--- config.mk ---
export PLATFORM = sky130hd
export DESIGN_NAME = gpio_port
export DESIGN_NICKNAME = d
export VERILOG_FILES = /design/src/rtl/gpio_pkg.sv /design/src/rtl/gpio_addr_dec.sv /design/src/rtl/gpio_ctl_reg.sv /design/src/rtl/gpio_in_sync.sv /design/src/rtl/gpio_port.sv
export SDC_FILE = /design/constraint.sdc
export NUM_CORES = 1
export LEC_CHECK = 0
export BUFFER_PORTS_ARGS = -buffer_cell sky130_fd_sc_hd__buf_2
export CORE_MARGIN = 10
export CORE_UTILIZATION = 40
export CTS_CLUSTER_SIZE = 30
export DETAILED_ROUTE_END_ITERATION = 8
export GPL_TIMING_DRIVEN = 1
export PLACE_DENSITY = 0.67
export SLEW_MARGIN = 20
export SYNTH_ARGS = -nofsm -noshare
export SYNTH_HDL_FRONTEND = slang
export SYNTH_SLANG_ARGS = --single-unit
--- constraint.sdc ---
create_clock -name clk -period 1.39 [get_ports clk]
set_input_delay 0.139 -clock clk [delete_from_list [all_inputs] [get_ports clk]]
set_output_delay 0.139 -clock clk [all_outputs]
set_load 0.02 [all_outputs]
--- src/rtl/gpio_pkg.sv ---
package gpio_pkg;
  typedef enum logic [1:0] {
    SEL_NONE = 2'd0,
    SEL_DIR  = 2'd1,
    SEL_OUT  = 2'd2,
    SEL_PIN  = 2'd3
  } gpio_sel_t;
endpackage

--- src/rtl/gpio_addr_dec.sv ---
module gpio_addr_dec #(
  parameter int          ADDR_W   = 16,
  parameter logic [15:0] DIR_ADDR = 16'hFEB0,
  parameter logic [15:0] OUT_ADDR = 16'hFF60,
  parameter logic [15:0] PIN_ADDR = 16'hFF50
) (
  input  logic [ADDR_W-1:0] addr_i,
  output gpio_pkg::gpio_sel_t sel_o
);
  import gpio_pkg::*;

  always_comb begin
    if (addr_i == ADDR_W'(DIR_ADDR))      sel_o = SEL_DIR;
    else if (addr_i == ADDR_W'(OUT_ADDR)) sel_o = SEL_OUT;
    else if (addr_i == ADDR_W'(PIN_ADDR)) sel_o = SEL_PIN;
    else                                  sel_o = SEL_NONE;
  end
endmodule

--- src/rtl/gpio_ctl_reg.sv ---
module gpio_ctl_reg #(
  parameter int WIDTH = 8
) (
  input  logic             clk,
  input  logic             clr_i,
  input  logic             man_rst_i,
  input  logic             sw_stby_i,
  input  logic             wr_i,
  input  logic [WIDTH-1:0] wdata_i,
  output logic [WIDTH-1:0] q_o
);
  logic wr_ok;
  assign wr_ok = wr_i && !man_rst_i && !sw_stby_i;

  always_ff @(posedge clk) begin
    if (clr_i)      q_o <= '0;
    else if (wr_ok) q_o <= wdata_i;
  end

  // clearing condition empties the register on the next edge
  p_clear_r3: assert property (@(posedge clk) clr_i |=> (q_o == '0));

  // manual reset freezes the register
  p_hold_man_r4: assert property (@(posedge clk) disable iff (clr_i)
    man_rst_i |=> $stable(q_o));

  // software standby freezes the register
  p_hold_sw_r5: assert property (@(posedge clk) disable iff (clr_i)
    sw_stby_i |=> $stable(q_o));

  // an accepted write lands
  p_write_r2: assert property (@(posedge clk) disable iff (clr_i)
    (wr_i && !man_rst_i && !sw_stby_i) |=> (q_o == $past(wdata_i)));
endmodule

--- src/rtl/gpio_in_sync.sv ---
module gpio_in_sync #(
  parameter int WIDTH  = 8,
  parameter int STAGES = 2
) (
  input  logic             clk,
  input  logic             rst_i,
  input  logic [WIDTH-1:0] d_i,
  output logic [WIDTH-1:0] q_o
);
  logic [WIDTH-1:0] stage_q [STAGES];

  for (genvar s = 0; s < STAGES; s++) begin : g_stage
    if (s == 0) begin : g_first
      always_ff @(posedge clk) begin
        if (rst_i) stage_q[0] <= '0;
        else       stage_q[0] <= d_i;
      end
    end else begin : g_next
      always_ff @(posedge clk) begin
        if (rst_i) stage_q[s] <= '0;
        else       stage_q[s] <= stage_q[s-1];
      end
    end
  end

  assign q_o = stage_q[STAGES-1];
endmodule

--- src/rtl/gpio_port.sv ---
module gpio_port #(
  parameter int          NPINS    = 8,
  parameter int          ADDR_W   = 16,
  parameter int          SYNC_N   = 2,
  parameter logic [15:0] DIR_ADDR = 16'hFEB0,
  parameter logic [15:0] OUT_ADDR = 16'hFF60,
  parameter logic [15:0] PIN_ADDR = 16'hFF50
) (
  input  logic              clk,
  input  logic              por_rst,
  input  logic              man_rst,
  input  logic              hw_stby,
  input  logic              sw_stby,
  input  logic [ADDR_W-1:0] bus_addr,
  input  logic              bus_we,
  input  logic              bus_re,
  input  logic [NPINS-1:0]  bus_wdata,
  output logic [NPINS-1:0]  bus_rdata,
  input  logic [NPINS-1:0]  pin_in,
  output logic [NPINS-1:0]  pin_oe,
  output logic [NPINS-1:0]  pin_out
);
  import gpio_pkg::*;

  gpio_sel_t        sel;
  logic             ctl_clr;
  logic [NPINS-1:0] dir_q, out_q, pin_sync;

  assign ctl_clr = por_rst || hw_stby;

  gpio_addr_dec #(
    .ADDR_W(ADDR_W), .DIR_ADDR(DIR_ADDR), .OUT_ADDR(OUT_ADDR), .PIN_ADDR(PIN_ADDR)
  ) u_dec (
    .addr_i(bus_addr),
    .sel_o (sel)
  );

  gpio_ctl_reg #(.WIDTH(NPINS)) u_dir (
    .clk(clk), .clr_i(ctl_clr), .man_rst_i(man_rst), .sw_stby_i(sw_stby),
    .wr_i(bus_we && (sel == SEL_DIR)), .wdata_i(bus_wdata), .q_o(dir_q)
  );

  gpio_ctl_reg #(.WIDTH(NPINS)) u_out (
    .clk(clk), .clr_i(ctl_clr), .man_rst_i(man_rst), .sw_stby_i(sw_stby),
    .wr_i(bus_we && (sel == SEL_OUT)), .wdata_i(bus_wdata), .q_o(out_q)
  );

  gpio_in_sync #(.WIDTH(NPINS), .STAGES(SYNC_N)) u_sync (
    .clk(clk), .rst_i(por_rst), .d_i(pin_in), .q_o(pin_sync)
  );

  always_ff @(posedge clk) begin
    if (por_rst || man_rst) begin
      bus_rdata <= '0;
    end else if (bus_re) begin
      case (sel)
        SEL_OUT: bus_rdata <= out_q;
        SEL_PIN: bus_rdata <= pin_sync;
        default: bus_rdata <= '0;
      endcase
    end else begin
      bus_rdata <= '0;
    end
  end

  assign pin_oe  = dir_q;
  assign pin_out = out_q;

  // idle read strobe leaves read data at zero
  p_rd_idle_r8: assert property (@(posedge clk) disable iff (por_rst || man_rst)
    !bus_re |=> (bus_rdata == '0));

  // reading the output register without a write returns the pin value
  p_rd_out_r2: assert property (@(posedge clk) disable iff (por_rst || man_rst || hw_stby)
    (bus_re && !bus_we && bus_addr == ADDR_W'(OUT_ADDR)) |=> (bus_rdata == pin_out));

  // writes outside the control registers change no pad control
  p_ign_r7: assert property (@(posedge clk) disable iff (por_rst || hw_stby)
    (bus_we && bus_addr != ADDR_W'(DIR_ADDR) && bus_addr != ADDR_W'(OUT_ADDR))
      |=> ($stable(pin_oe) && $stable(pin_out)));
endmodule

# Word-level counts from Yosys, hierarchy flattened
# Memory sizes are Yosys's and may differ from the RTL's.
# Cells that the tools add are included.
op_classes:
  n_reduce_logical: 11
  muxes: 9
  bitwise: 3
  n_eq_ne: 6
ops:
  columns: ["cell", "count"]
  rows:
  - ["$eq 16x16->1 const B", 3]
  - ["$mux 8", 2]
  - ["$pmux 8 s2", 1]
  - ["$logic_and 1x1->1", 6]
  - ["$mux 2", 3]
  - ["$eq 2x2->1 const B", 2]
  - ["$mux 1", 3]
  - ["$eq 2x1->1 const B", 1]
  - ["$logic_not 1->1", 2]
  - ["$logic_or 1x1->1", 2]
  - ["$or 1x1->1", 2]
  - ["$reduce_or 2->1", 1]
  - ["$not 1->1", 1]
word_totals:
  inputBits: 39
  ram_bits: 16
  out_inout_bits: 24
  wordCells: 33
  mem_count: 1
  register_bits: 24
memory_table:
  columns: ["name", "depth", "word_bits", "rd", "rd_ports_with_merged_regs", "write_ports", "line", "rtl"]
  rows:
  - ["u_sync.stage_q", 2, 8, 2, 0, 2, "gpio_in_sync.sv:10", "logic [WIDTH-1:0] stage_q [STAGES];"]

# Logic depth before layout (Yosys ltp)
depth:
  ltp_word: 8
  ltp_mapped: 5

# Hierarchy
# A second synthesis with hierarchy kept.
unflattened:
  hier_cells: 145
  area_unflattened_um2: 1604.0
by_module_without_submodules:
  columns: ["module", "area_per_inst_um2", "n_inst", "seq_area_each_um2", "cells_per_inst"]
  rows:
  - ["gpio_ctl_reg", 369.1, 2, 160.2, 35]
  - ["gpio_in_sync", 464.2, 1, 320.3, 33]
  - ["gpio_port", 316.6, 1, 160.2, 31]
  - ["gpio_addr_dec", 85.1, 1, 0.0, 11]

# Worst setup path after synthesis
# No wires, ideal clock.
synth_timing:
  path_kind: "input port to flip-flop"
  startpoint: "input port bus_addr[1]"
  endpoint: "register bus_rdata[0]"
  arrival_ns: 1.162
  setup_slack_ns: 0.169
  n_path_buf: 0
  stages: 4
  setup_time_ns: 0.059
  cell_sequence: "nor4_4 -> nand4_4 -> nor3_4 -> a22o_1"
synth_via:
  elab_chain_cells: 6
  elab_cells_between_ends: 9
  classes_between: "eq/ne: 5; mux: 4"
synth_lines:
  columns: ["item", "line", "rtl"]
  rows:
  - ["start, declared", "gpio_port.sv:14", "input logic [ADDR_W-1:0] bus_addr,"]
  - ["$eq 16x16->1", "gpio_addr_dec.sv:15", "else if (addr_i == ADDR_W'(PIN_ADDR)) sel_o = SEL_PIN;"]
  - ["$mux 2", "gpio_addr_dec.sv:15", null]
  - ["$mux 2", "gpio_addr_dec.sv:14", "else if (addr_i == ADDR_W'(OUT_ADDR)) sel_o = SEL_OUT;"]
  - ["$mux 2 (*)", "gpio_addr_dec.sv:13", "if (addr_i == ADDR_W'(DIR_ADDR)) sel_o = SEL_DIR;"]
  - ["$eq 2x2->1", "gpio_port.sv:56", "case (sel)"]
  - ["$pmux 8 s2 (*)", "gpio_port.sv:56", null]
  - ["end signal, assigned", "gpio_port.sv:57", "SEL_OUT: bus_rdata <= out_q;"]
  - ["end signal, assigned", "gpio_port.sv:58", "SEL_PIN: bus_rdata <= pin_sync;"]
  - ["end, declared", "gpio_port.sv:18", "output logic [NPINS-1:0] bus_rdata,"]
# Every way passes the cells marked *; elsewhere a longest branch is shown, timed or not.
# A chain may end at the register's enable or synchronous reset.

# Final worst setup path
layout_timing:
  startpoint: "input port bus_addr[1]"
  endpoint: "register u_out.q_o[5]"
layout_via:
  elab_chain_cells: 8
  elab_cells_between_ends: 10
  classes_between: "eq/ne: 4; mux: 3; reduce/logical: 3"
layout_lines:
  columns: ["item", "line", "rtl"]
  rows:
  - ["$eq 16x16->1", "gpio_addr_dec.sv:15", null]
  - ["$mux 2", "gpio_addr_dec.sv:15", null]
  - ["$mux 2", "gpio_addr_dec.sv:14", null]
  - ["$mux 2 (*)", "gpio_addr_dec.sv:13", null]
  - ["$eq 2x2->1 (*)", "gpio_port.sv:45", ".wr_i(bus_we && (sel == SEL_OUT)), .wdata_i(bus_wdata), .q_o(out_q)"]
  - ["$logic_and 1x1->1 (*)", "gpio_port.sv:45", null]
  - ["$logic_and 1x1->1 (*) (2 in series)", "gpio_ctl_reg.sv:13", "assign wr_ok = wr_i && !man_rst_i && !sw_stby_i;"]
  - ["end signal, assigned", "gpio_ctl_reg.sv:17", "else if (wr_ok) q_o <= wdata_i;"]
  - ["end, declared", "gpio_ctl_reg.sv:10", "output logic [WIDTH-1:0] q_o"]
# Marked as above.

==> qor.csv <==
stage;metric;value;unit
floorplanning;Core Footprint;0.003390;mm2
setup_path;Critical Path End Type;flop;
placement;Final GP Congestion;0.7426;
run_status;outcome;complete, no violations;
yosys;Syn Area/Cell;10.24;um2
yosys;flop and latch count out of synthesis;40;
detailed_routing;Residual DRC;0;
setup_path;CP Capture Point;u_out.q_o[5]$_SDFFE_PP0P_;
floorplanning;site row count;21;
cts;H-tree levels;2;
floorplanning;die area;0.006346;mm2
setup_path;Reg2Reg Launch Point;u_out.q_o[0]$_SDFFE_PP0P_;
detailed_routing;DRT iter0 DRCs;90;
cts;post-CTS setup buffers;0;
cells_and_area;Final #Nets;248;
cells_and_area;Synth-to-Final Area Change;32.16;%
yosys;Post-Synth XOR/XNOR Area;0;%
cells_and_area;sequential cell area;800.8;um2
sta;Fin. Hold Viols;0;
floorplanning;Ports;63;
yosys;library cells used by synthesis;22;
setup_path;CP startpoint kind;input pin;
cts;CTS-repair resized insts;0;
setup_path;worst path arrival time;1.35;ns
setup_path;worst path required time;1.66;ns
floorplanning;Die W;79.66;um
placement;I/O Buffers;62;
cells_and_area;Layout Utilization;55.52;%
cts;CTS tree;built;
cts;CTS root buf;clkbuf_4;
sta;max-slew violations;0;
power;maximum VDD drop;0.6091;mV
detailed_routing;DRT Pass-1 Iters;4;
setup_path;WS Path Type;in -> reg;
cts;TritonCTS Buffers;5;
global_routing;initial antenna violation count;0;
cells_and_area;ratio of cells with drive above 1 in the final layout;37.32;%
sta;worst-margin pin slew;0.3591;ns
setup_path;Setup crit start;bus_addr[1];
job;# Max-Cap Violations;0;
cells_and_area;FILL cells;331;
detailed_routing;DR vias/cell;4.918;
setup_path;Worst Path Max Fanout;8;
setup_path;Reg2Reg Capture Point;u_out.q_o[0]$_SDFFE_PP0P_;
cts;CTS sink count;40;
sta;final worst setup slack;0.3125;ns
yosys;post-synthesis mux area share;0;%
global_routing;All-Layer GR Usage;11.91;%
placement;pre-CTS setup slack;-0.03533;ns
sta;setup violators final;0;
yosys;Post-Syn Area;0.001424;mm2
sta;f_max;0.9281;GHz
sta;fin crit period;1.077;ns
yosys;Gate Count Post-Synth;139;
setup_path;FF-to-FF setup slack;0.72;ns
global_routing;GRT overflow;0;
yosys;Post-Syn Nets;178;
cts;Clock Latency Late Sink;0.33;ns
sta;worst rel slew slack;75.88;%
setup_path;Worst R2R Path Depth;2;
detailed_routing;vias;1254;
cts;CTS clk-pin slew, worst paths;0.10;ns
yosys;area share of and/or/nand/nor cells after synthesis;25.57;%
cells_and_area;area of the multi-input gates;594.3;um2
cts;clock buffer depth;2;
global_routing;number of global-route vias before repair;1342;
sta;RSZ-0062 raised after global routing;false;
yosys;adder-cell share of the synthesized area;0;%
cells_and_area;number of diodes;0;
sta;post-route clock period utilization;77.52;%
sta;Worst Clk Skew;0.003477;ns
detailed_routing;WL final;3654;um
power;PwrDens;966.2;mW/mm2
yosys;Area contributors post-synth;dfxtp_1, nor2b_1, a21oi_1, nand3_1, o21ai_0;
yosys;compound-cell area share of the yosys netlist;16.17;%
detailed_routing;post-route ant nets;0;
yosys;register area share after synthesis;56.24;%
cts;hold-fix buffer count after cts;4;
yosys;Syn. warnings;0;
yosys;area leader, netlist;dfxtp_1;
detailed_routing;WL/cell;14.33;um
floorplanning;initial core utilization;42.01;%
global_routing;first-pass GRT wire length;6085;um
global_routing;largest net degree at the start of global routing;17;
yosys;main combinational cell family by area after synthesis;simple AND/OR/NAND/NOR gates;
worst_hold_path;Hold Crit Class;in -> reg;
yosys;post-synth top area share;56.24;%
placement;placed wire-length estimate;2913;um
floorplanning;Vert. Die Dim;79.66;um
power;Pleak;0.0008166;uW
-- layer usage --
| layer | part of all wire [%] | global-route usage (%) |
|---|---|---|
| met1 | 40 | 12.16 |
| met2 | 52 | 20.87 |
| met3 | 6.9 | 5.068 |
| met4 | 1.4 | 4.839 |
| met5 | 0 | 0 |
-- state kept, by name, summed over array words and instances (netlist names) --
| register | count |
|---|---|
| bus_rdata | 8 |
| u_sync.stage_q | 16 |
| u_dir.q_o | 8 |
| u_out.q_o | 8 |
-- power by group --
part | internal, uW | switching, uW | total, uW | leakage (uW)
sequential | 1170 | 5.24 | 1170 | 0.000326
combinational | 68.6 | 54.4 | 123 | 0.000463
clock | 186 | 337 | 523 | 0.0000281
-- critical path, stage by stage --
cell and delay, ns:
buf_2 0.11, nor4_4 0.39, and4_1 0.42, nand3_1 0.12
a21oi_1 0.16
-- worst min-delay path by stage --
stage / cells past startpoint / from / slack (ns) / end
final: 2 / pin_in[3] / 0.01 / u_sync.stage_q[0][3]$_SDFF_PP0_
after global routing: 2 / pin_in[3] / 0.008 / u_sync.stage_q[0][3]$_SDFF_PP0_
after CTS: 2 / pin_in[3] / 0.003 / u_sync.stage_q[0][3]$_SDFF_PP0_
after detailed placement: 2 / pin_in[2] / 0.35 / u_sync.stage_q[0][2]$_SDFF_PP0_
after global placement: 2 / pin_in[2] / 0.35 / u_sync.stage_q[0][2]$_SDFF_PP0_
after floorplan: 1 / por_rst / 0.21 / u_sync.stage_q[0][0]$_SDFF_PP0_
-- layout by cell type (no fill, tap or decap) --
master / instances
dlygate4sd3_1: 5
or2_2: 1
nand4_4: 1
nand3_1: 16
o21ai_0: 16
nand4_1: 1
and4bb_2: 1
buf_4: 3
a22o_1: 8
a21oi_1: 16
nand4_2: 1
buf_2: 62
and3_1: 1
clkbuf_4: 5
nor2_1: 1
clkbuf_1: 1
nand2_1: 1
dfxtp_1: 40
nor2b_1: 19
nand3b_1: 1
clkinv_2: 1
and2_1: 1
nor3_4: 1
and4_1: 4
nor4_4: 1
nor2_2: 1
-- final cells by class --
class | instances | area share [%]
multi-input combinational | 92 | 31.58
clock inverter | 1 | 0.2660
sequential | 40 | 42.55
timing repair buffer | 70 | 20.35
tap | 46 | 3.059
clock buffer | 6 | 2.194
-- synth_stat cells --
cell       n
and4bb_2   1
a22o_1     8
nand2_1    1
dfxtp_1   40
nor4_4     1
nand3_1   16
a21oi_1   16
nor2_1     1
nand4_1    1
and2_1     1
buf_2      2
o21ai_0   16
nor2_2     1
nand4_2    1
nand3b_1   1
nor2b_1   19
and3_1     1
clkbuf_1   5
nor3_4     1
or2_2      1
and4_1     4
nand4_4    1
-- logic make-up (layout without fill, tap and decap cells) --
logic type | Yosys count | count (layout)
and+or+nand+nor | 52 | 52
AOI/OAI and AO/OA | 40 | 40
DFF | 40 | 40
buffers and inverters | 7 | 77
-- per-stage QoR --
stage               hold WS [ns]  setup TNS [ns]  instances  total power, uW  instance area [um2]
floorplan                 0.2106               0        139             1238                 1424
global placement          0.3457               0        243             1306                 1785
detailed placement        0.3540         -0.3201        243             1311                 1785
CTS                     0.002961               0        254             1834                 1872
global route            0.008446               0        255             1913                 1882
finish                   0.01111               0        255             1818                 1882
Power figures use the tool's default switching activity.
